[src/rtl/sps_pkg.sv]
package sps_pkg;
    typedef enum logic [2:0] {
        PH_IDLE,
        PH_LOAD,
        PH_RDY_LO,
        PH_RDY_HI,
        PH_DATA,
        PH_SYNC_PULSE,
        PH_HOLD
    } phase_e;
endpackage

[src/rtl/sps_sclk_sync.sv]
module sps_sclk_sync #(
    parameter int STAGES = 2
) (
    input  logic clk,
    input  logic rst_n,
    input  logic sclk_in,
    output logic sclk_s,
    output logic sclk_fall
);
    typedef struct packed {
        logic [STAGES-1:0] pipe;
        logic              prev;
    } st_t;

    st_t st_d, st_q;

    always_comb begin
        st_d      = st_q;
        st_d.pipe = {st_q.pipe[STAGES-2:0], sclk_in};
        st_d.prev = st_q.pipe[STAGES-1];
    end

    always_ff @(posedge clk or negedge rst_n) begin
        if (!rst_n) st_q <= '0;
        else        st_q <= st_d;
    end

    assign sclk_s    = st_q.pipe[STAGES-1];
    assign sclk_fall = st_q.prev & ~st_q.pipe[STAGES-1];
endmodule

[src/rtl/sps_hold_detect.sv]
module sps_hold_detect #(
    parameter int PERIOD_CYC   = 384,
    parameter int SYNC_PERIODS = 4,
    parameter int PD_PERIODS   = 20
) (
    input  logic clk,
    input  logic rst_n,
    input  logic sclk_s,
    output logic sync_req,
    output logic pd_req
);
    localparam int PW = (PERIOD_CYC > 2) ? $clog2(PERIOD_CYC) : 1;
    localparam int HW = $clog2(PD_PERIODS + 1);

    typedef struct packed {
        logic [PW-1:0] per;
        logic [HW-1:0] hold;
    } st_t;

    st_t  st_d, st_q;
    logic tick;

    always_comb begin
        st_d = st_q;
        tick = (st_q.per == PW'(PERIOD_CYC - 1));
        if (tick) st_d.per = '0;
        else      st_d.per = st_q.per + PW'(1);
        if (!sclk_s)
            st_d.hold = '0;
        else if (tick && (st_q.hold != HW'(PD_PERIODS)))
            st_d.hold = st_q.hold + HW'(1);
    end

    always_ff @(posedge clk or negedge rst_n) begin
        if (!rst_n) st_q <= '0;
        else        st_q <= st_d;
    end

    assign sync_req = (st_q.hold >= HW'(SYNC_PERIODS));
    assign pd_req   = (st_q.hold == HW'(PD_PERIODS));
endmodule

[src/rtl/sps_shifter.sv]
module sps_shifter #(
    parameter int DATA_W = 24
) (
    input  logic              clk,
    input  logic              rst_n,
    input  logic              load,
    input  logic [DATA_W-1:0] load_data,
    input  logic              shift_en,
    output logic              bit_out
);
    localparam int CW = $clog2(DATA_W + 1);

    typedef struct packed {
        logic [DATA_W-1:0] sh;
        logic [CW-1:0]     cnt;
    } st_t;

    st_t  st_d, st_q;
    logic spent;

    always_comb begin
        st_d  = st_q;
        spent = (st_q.cnt == CW'(DATA_W));
        if (load) begin
            st_d.sh  = load_data;
            st_d.cnt = '0;
        end else if (shift_en && !spent) begin
            st_d.sh  = {st_q.sh[DATA_W-2:0], 1'b0};
            st_d.cnt = st_q.cnt + CW'(1);
        end
    end

    always_ff @(posedge clk or negedge rst_n) begin
        if (!rst_n) st_q <= '0;
        else        st_q <= st_d;
    end

    assign bit_out = spent ? 1'b0 : st_q.sh[DATA_W-1];
endmodule

[src/rtl/drdy_serial_port.sv]
module drdy_serial_port
    import sps_pkg::*;
#(
    parameter int DATA_W       = 24,
    parameter int LOAD_CYC     = 4,
    parameter int RDY_LO_CYC   = 2,
    parameter int RDY_HI_CYC   = 2,
    parameter int PERIOD_CYC   = 384,
    parameter int SYNC_PERIODS = 4,
    parameter int PD_PERIODS   = 20,
    parameter int SYNC_STAGES  = 2
) (
    input  logic              clk,
    input  logic              rst_n,
    input  logic              sclk,
    input  logic [DATA_W-1:0] res_data,
    input  logic              res_load,
    output logic              dout_rdy,
    output logic              mod_reset,
    output logic              pwr_down
);
    localparam int WMAX_A = (LOAD_CYC > RDY_LO_CYC) ? LOAD_CYC : RDY_LO_CYC;
    localparam int WMAX   = (WMAX_A > RDY_HI_CYC) ? WMAX_A : RDY_HI_CYC;
    localparam int WW     = $clog2(WMAX + 1);

    typedef struct packed {
        phase_e        phase;
        logic [WW-1:0] win;
        logic          pd;
    } st_t;

    st_t  st_d, st_q;
    logic sclk_s, sclk_fall;
    logic sync_req, pd_req;
    logic load_go, shift_en, bit_out;

    sps_sclk_sync #(.STAGES(SYNC_STAGES)) u_sync (
        .clk(clk), .rst_n(rst_n), .sclk_in(sclk),
        .sclk_s(sclk_s), .sclk_fall(sclk_fall)
    );

    sps_hold_detect #(
        .PERIOD_CYC(PERIOD_CYC), .SYNC_PERIODS(SYNC_PERIODS), .PD_PERIODS(PD_PERIODS)
    ) u_hold (
        .clk(clk), .rst_n(rst_n), .sclk_s(sclk_s),
        .sync_req(sync_req), .pd_req(pd_req)
    );

    sps_shifter #(.DATA_W(DATA_W)) u_shift (
        .clk(clk), .rst_n(rst_n), .load(load_go), .load_data(res_data),
        .shift_en(shift_en), .bit_out(bit_out)
    );

    always_comb begin
        st_d    = st_q;
        load_go = 1'b0;
        unique case (st_q.phase)
            PH_SYNC_PULSE: st_d.phase = PH_HOLD;
            PH_HOLD: begin
                if (sclk_fall) begin
                    st_d.phase = PH_IDLE;
                    st_d.pd    = 1'b0;
                end else if (pd_req) begin
                    st_d.pd = 1'b1;
                end
            end
            default: begin
                if (sync_req) begin
                    st_d.phase = PH_SYNC_PULSE;
                end else if (res_load) begin
                    load_go    = 1'b1;
                    st_d.phase = PH_LOAD;
                    st_d.win   = WW'(LOAD_CYC - 1);
                end else begin
                    case (st_q.phase)
                        PH_LOAD: begin
                            if (st_q.win == '0) begin
                                st_d.phase = PH_RDY_LO;
                                st_d.win   = WW'(RDY_LO_CYC - 1);
                            end else st_d.win = st_q.win - WW'(1);
                        end
                        PH_RDY_LO: begin
                            if (st_q.win == '0) begin
                                st_d.phase = PH_RDY_HI;
                                st_d.win   = WW'(RDY_HI_CYC - 1);
                            end else st_d.win = st_q.win - WW'(1);
                        end
                        PH_RDY_HI: begin
                            if (st_q.win == '0) st_d.phase = PH_DATA;
                            else                st_d.win   = st_q.win - WW'(1);
                        end
                        default: ;
                    endcase
                end
            end
        endcase
    end

    always_ff @(posedge clk or negedge rst_n) begin
        if (!rst_n) begin
            st_q.phase <= PH_IDLE;
            st_q.win   <= '0;
            st_q.pd    <= 1'b0;
        end else begin
            st_q <= st_d;
        end
    end

    assign shift_en = sclk_fall && (st_q.phase == PH_DATA);

    always_comb begin
        case (st_q.phase)
            PH_RDY_LO, PH_SYNC_PULSE: dout_rdy = 1'b0;
            PH_DATA:                  dout_rdy = bit_out;
            default:                  dout_rdy = 1'b1;
        endcase
    end

    assign mod_reset = (st_q.phase == PH_SYNC_PULSE) || (st_q.phase == PH_HOLD);
    assign pwr_down  = st_q.pd;
endmodule

[config.mk]
export PLATFORM = sky130hd
export DESIGN_NAME = drdy_serial_port
export DESIGN_NICKNAME = d
export VERILOG_FILES = /design/src/rtl/sps_pkg.sv /design/src/rtl/sps_sclk_sync.sv /design/src/rtl/sps_hold_detect.sv /design/src/rtl/sps_shifter.sv /design/src/rtl/drdy_serial_port.sv
export SDC_FILE = /design/constraint.sdc
export NUM_CORES = 1
export LEC_CHECK = 0
export BUFFER_PORTS_ARGS = -buffer_cell sky130_fd_sc_hd__buf_2
export CAP_MARGIN = 20
export CORE_MARGIN = 2
export CORE_UTILIZATION = 50
export DETAILED_ROUTE_END_ITERATION = 6
export PLACE_DENSITY = 0.75
export SYNTH_ARGS = -nofsm -noshare
export SYNTH_HDL_FRONTEND = slang
export SYNTH_HIERARCHICAL = 1
export SYNTH_SLANG_ARGS = --single-unit
[constraint.sdc]
create_clock -name clk -period 2.5 [get_ports clk]
set_input_delay 0.375 -clock clk [delete_from_list [all_inputs] [get_ports clk]]
set_output_delay 0.375 -clock clk [all_outputs]
set_load 0.005 [all_outputs]
# --- Word-level counts from Yosys, hierarchy flattened ---
# Index checks and enable logic that the tools add are counted.
word_totals:
  elab_cells: 71
  inputBits: 28
  ff_bits: 53
classes:
  n_reduce_logical: 15
  n_eq_ne: 16
  n_addsub: 4
  n_lt_le_gt_ge: 1
  muxes: 22
  bitwise_logic: 4
op_table:
  columns: ["operator", "count"]
  rows:
  - ["$mux 29", 2]
  - ["$mux 3", 7]
  - ["$ne 6x6->1 const B", 3]
  - ["$pmux 6 s3", 1]
  - ["$add 5x1->5 const B", 2]
  - ["$eq 5x5->1 const B", 2]
  - ["$mux 5", 2]
  - ["$add 9x1->9 const B", 1]
  - ["$eq 3x3->1 const B", 3]
  - ["$eq 9x9->1 const B", 1]
  - ["$mux 9", 1]
  - ["$reduce_bool 7->1", 1]
  - ["$eq 3x2->1 const B", 2]
  - ["$mux 1", 6]
  - ["$mux 6", 1]
  - ["$pmux 3 s2", 1]
  - ["$ge 5x3->1 const B", 1]
  - ["$ne 5x5->1 const B", 1]
  - ["$reduce_and 5->1", 1]
  - ["$reduce_and 4->1", 1]
  - ["$reduce_bool 2->1", 2]
  - ["$reduce_bool 4->1", 1]
  - ["$reduce_or 2->1", 2]
  - ["$eq 3x1->1 const B", 1]
  - ["other kinds (12)", 16]

# --- Logic depth before layout (Yosys ltp) ---
depth:
  ltp_word: 6
  depth_mapped: 8
  ltp_nobuf: 6

# --- By module ---
# The synthesis kept the hierarchy.
by_module_without_submodules:
  columns: ["mod", "seq_area_each_um2", "area_per_inst_um2", "cells_each", "n_inst"]
  rows:
  - ["sps_shifter", 725.7, 1482.7, 164, 1]
  - ["sps_hold_detect", 350.3, 710.7, 66, 1]
  - ["drdy_serial_port", 175.2, 505.5, 60, 1]
  - ["sps_sclk_sync", 75.1, 88.8, 4, 1]

# --- Least setup slack after synthesis ---
# No wires, ideal clock.
synth_path:
  path_kind: "register to register"
  startpoint: "register u_hold/st_q[2] (netlist bit)"
  endpoint: "register u_shift/st_q[12] (netlist bit)"
  n_path_buf: 2
  path_stages_with_launch: 8
  slack_ns: 0.584
  t_required_ns: 2.423
  setup_time_ns: 0.077
  arrival_time_ns: 1.838
  cell_sequence: "dfrtp_1 -> or3_1 -> nand2b_1 -> nor2_1 -> clkbuf_1 -> clkbuf_1 -> a31oi_1 -> a21oi_1"
synth_via:
  elab_chain_cells: 4
synth_rtl:
  columns: ["element", "line", "rtl"]
  rows:
  - ["from (decl)", "sps_hold_detect.sv:20", "st_t st_d, st_q;"]
  - ["from (signal assigned)", "sps_hold_detect.sv:36", "else st_q <= st_d;"]
  - ["$ge 5x3->1 *", "sps_hold_detect.sv:39", "assign sync_req = (st_q.hold >= HW'(SYNC_PERIODS));"]
  - ["net sync_req", "drdy_serial_port.sv:34", "logic sync_req, pd_req;"]
  - ["$mux 1 *", "drdy_serial_port.sv:68", "if (sync_req) begin"]
  - ["$mux 1 *", "drdy_serial_port.sv:57", "unique case (st_q.phase)"]
  - ["net load_go", "drdy_serial_port.sv:35", "logic load_go, shift_en, bit_out;"]
  - ["$mux 29 or $reduce_bool 2->1 (tied branches)", null, null]
  - ["to (signal assigned)", "sps_shifter.sv:35", "else st_q <= st_d;"]
  - ["to (decl)", "sps_shifter.sv:18", "st_t st_d, st_q;"]
# Mark *: on every way through the listed nets, which the timed path passes. The rest lies on a longest branch.
# A chain may end at the register's enable or synchronous reset.

# --- Final worst setup path ---
layout_path:
  startpoint: "register u_shift/st_q[0] (netlist bit)"
  endpoint: "output port dout_rdy"
layout_via:
  elab_chain_cells: 3
layout_rtl:
  columns: ["element", "line", "rtl"]
  rows:
  - ["$eq 5x5->1", "sps_shifter.sv:23", "spent = (st_q.cnt == CW'(DATA_W));"]
  - ["$mux 1", "sps_shifter.sv:38", "assign bit_out = spent ? 1'b0 : st_q.sh[DATA_W-1];"]
  - ["net bit_out", "drdy_serial_port.sv:35", null]
  - ["$pmux 1 s2", "drdy_serial_port.sv:112", "case (st_q.phase)"]
  - ["to (decl)", "drdy_serial_port.sv:18", "output logic dout_rdy,"]
# The timed path passes the listed nets, and every way through them passes these cells.

==> run summary <==
• **fraction of the cycle the final worst path needs** 0.811
• **minimum period implied by the final worst setup slack** 2.03 ns
• **share of flip-flops with an asynchronous set or reset** 1.00
• **Synth Net Count** 329
• **biggest area contributors in the synthesized netlist** dfrtp_1, a21oi_1, o21ai_0
• **clock latency of the later-clocked register in the worst-skew pair** 0.30 ns
• **required time reported for the critical path endpoint** 2.12 ns
• **clock share of power** 0.240
• **critical path type** reg2out
• **worst hold slack** 0.0889 ns
• **most numerous cell types in the synthesized netlist** dfrtp_1, a21oi_1, o21ai_0
• **kind of launch point of the worst setup path** flop
• **clock slew at the register clock pins of the worst setup and hold paths** 0.10 ns
• **internal power** 1.52 mW
• **register share of total power** 0.527
• **H-tree levels** 2
• **post-synthesis cell area** 2790 µm²
• **Max Root-Sink Buffers** 2
• **Chip Width** 78.7 µm
• **Hold/Removal Path Class** in2async
• **final wirelength** 5.63 mm
• **worst max-slew margin expressed relative to the limit** 0.532
• **final weighted congestion in routability-driven placement** 0.816
• **Critical Path Sink Type** output port
• **count of flip-flops with a built-in enable after synthesis** 0
• **total inserted antenna cells** 0
• **area fraction of the dominant cell type after synthesis** 0.476
• **NumNets Final** 353
• **most instantiated library cell after synthesis** dfrtp_1
• **VDD IR-drop max** 0.000355 V
• **maximum net fanout on the critical path** 4
• **Total Routing Usage GR** 0.201
• **layout overhead on the synthesized area** 12.0%
• **reported leakage power** 1.36 nW
• **wire length of the first global-routing pass** 10.1 mm
• **post-synthesis average cell area** 9.48 µm²
• **CTS tree** yes
• **DIE AREA** 6190 µm²
• **core area** 5440 µm²
• **proportion of synthesized chip area in sequential cells** 0.476
• **RSZ-0062 raised after global routing** false
• **DRC marker count from the first detailed-route iteration** 146
• **Buffers on Ports** 30
• **total of cells resized after clock tree synthesis** 0
• **main flop type after synthesis** dfrtp_1
• **placed wire-length estimate after detailed placement** 3.63 mm
• **worst-case setup slack after placement** 0.633 ns
• **maximum number of pins on one net before global-route repair** 53
• **final total power** 2.18 mW
• **count of final hold-check violations** 0
• **largest area contributor in the netlist** dfrtp_1
• **Initial Utilization** 0.513
• **Switching Fraction** 0.303
• **height of the chip** 78.7 µm
• **number of top-level design ports** 31
• **Clock Skews** 0.0106 ns
• **number of antenna violations at the first check in global routing** 0
• **remaining global-route overflow** 0
• **status** complete, no violations
• **clock net sink count** 53
• **Synth Instances** 294
• **final worst-path setup slack** 0.473 ns
• **hold bufs inserted after CTS** 0
• **synthesis-stage register bit count** 53
• **achievable frequency** 493 MHz
• **number of global-route vias before repair** 2173
• **number of buffers inserted during clock tree synthesis** 5
• **cell at the root of the clock tree** clkbuf_8
• **routed wirelength normalized by instance count** 14.4 µm
• **power density of the placed cells** 697 nW/µm²
• **Total Neg Setup Slack** 0 ns
• **total number of placement rows** 27
• **final max-slew violation count** 0
• **DP Cell Count** 383
• **post-CTS setup buffer count** 0
• **P_sw** 0.659 mW
• **post-DR vias/cell** 5.81
• **Remaining DRCs** 0
• **worst-margin pin slew** 0.701 ns
• **number of detailed-route iterations in the first pass** 4
• **Final ANT Viol Nets** 0
• **overall via count from detail_route** 2270
• **number of unique standard cell types used by synthesis** 45
• **max-cap violations** 0
• **Warnings, synthesis** 6
• **combinational cell fraction of total power** 0.233
• **number of setup violations in the final report** 0
• **proportion of layout cells with a drive suffix above 1** 0.166
• **signal arrival time at the worst endpoint** 1.65 ns
• **Final Instance Count excl. Fillers** 391
[stage by stage]
stage          utilization  area (µm²)
3_3_place_gp         0.555        3020
5_1_grt              0.574        3120
2_1_floorplan            -        2790
4_1_cts              0.574        3120
3_5_place_dp         0.555        3020
6_report             0.574        3120
[power by group through the flow]
stage	clock [mW]	combinational [mW]	sequential (mW)
2_1_floorplan	0	0.405	1.11
3_3_place_gp	0	0.495	1.15
3_5_place_dp	0	0.509	1.16
4_1_cts	0.545	0.509	1.14
5_1_grt	0.577	0.584	1.17
6_report	0.522	0.508	1.15
[cells by family after synthesis]
family	synth area share
AOI/OAI and AO/OA	0.230
xor gates and xnor gates	0.0220
adders and majority gates	0.0314
buffers and inverters	0.0485
DFF	0.476
muxes	0.00718
and+or+nand+nor	0.185
[metal layers]
layer  track usage  share of wire  vias to the layer above
met4        0.0561         0.0091                        0
met2         0.318           0.46                       38
met1         0.284           0.49                     1105
li1              -              -                     1120
met5             0              0                        -
met3        0.0379          0.037                        7
[path summary, 6_finish.rpt]
| kind | from | end | slack [ns] | depth (start not counted) |
|---|---|---|---|---|
| worst max-delay path | u_shift/st_q[0] | dout_rdy | 0.47 | 7 |
| worst min-delay path | rst_n | st_q[3] | 0.09 | 1 |
| worst max register to register | u_hold/st_q[2] | st_q[1] | 0.61 | 3 |
| worst min register to register | u_sync/st_d[2] | u_sync/sclk_s | 0.36 | 0 |
| max in group asynchronous | rst_n | u_shift/st_q[24] | 1.84 | 2 |
| min in group clk | sclk | u_sync/st_d[2] | 0.18 | 1 |
[state kept, by name (all words and copies together) (netlist names)]
register and flops:
st_q 6, u_hold/st_q 14, u_sync/st_q 1, u_shift/st_q 29, u_sync/st_d 1, pwr_down 1
u_sync/sclk_s 1
[worst max-delay path, stage by stage (launching register included)]
cell and delay, ns:
dfrtp_1 0.42, inv_1 0.08, ha_1 0.17, nand4b_1 0.12
and2_1 0.17, a21oi_1 0.14, mux2i_1 0.10, buf_2 0.14
[placed cells by master (no fill, tap or decap), drive strengths merged, types with 11 or more instances in the layout]
| cell type | netlist | final |
|---|---|---|
| inv | 12 | 12 |
| nand2 | 11 | 11 |
| a31oi | 25 | 25 |
| buf | 9 | 36 |
| o21ai | 32 | 32 |
| nor2b | 25 | 25 |
| nor2 | 11 | 11 |
| a21oi | 35 | 35 |
| dfrtp | 53 | 53 |
[area by class of cell]
cell class / count / area, µm²
Clock inverter: 1 / 5.00
Inverter: 12 / 45.0
Multi-Input combinational cell: 210 / 1340
Sequential cell: 53 / 1330
Timing Repair Buffer: 36 / 220
Fill cell: 499 / 2320
Tap cell: 72 / 90.1
Clock buffer: 7 / 96.3
Power figures use the tool's default switching activity.
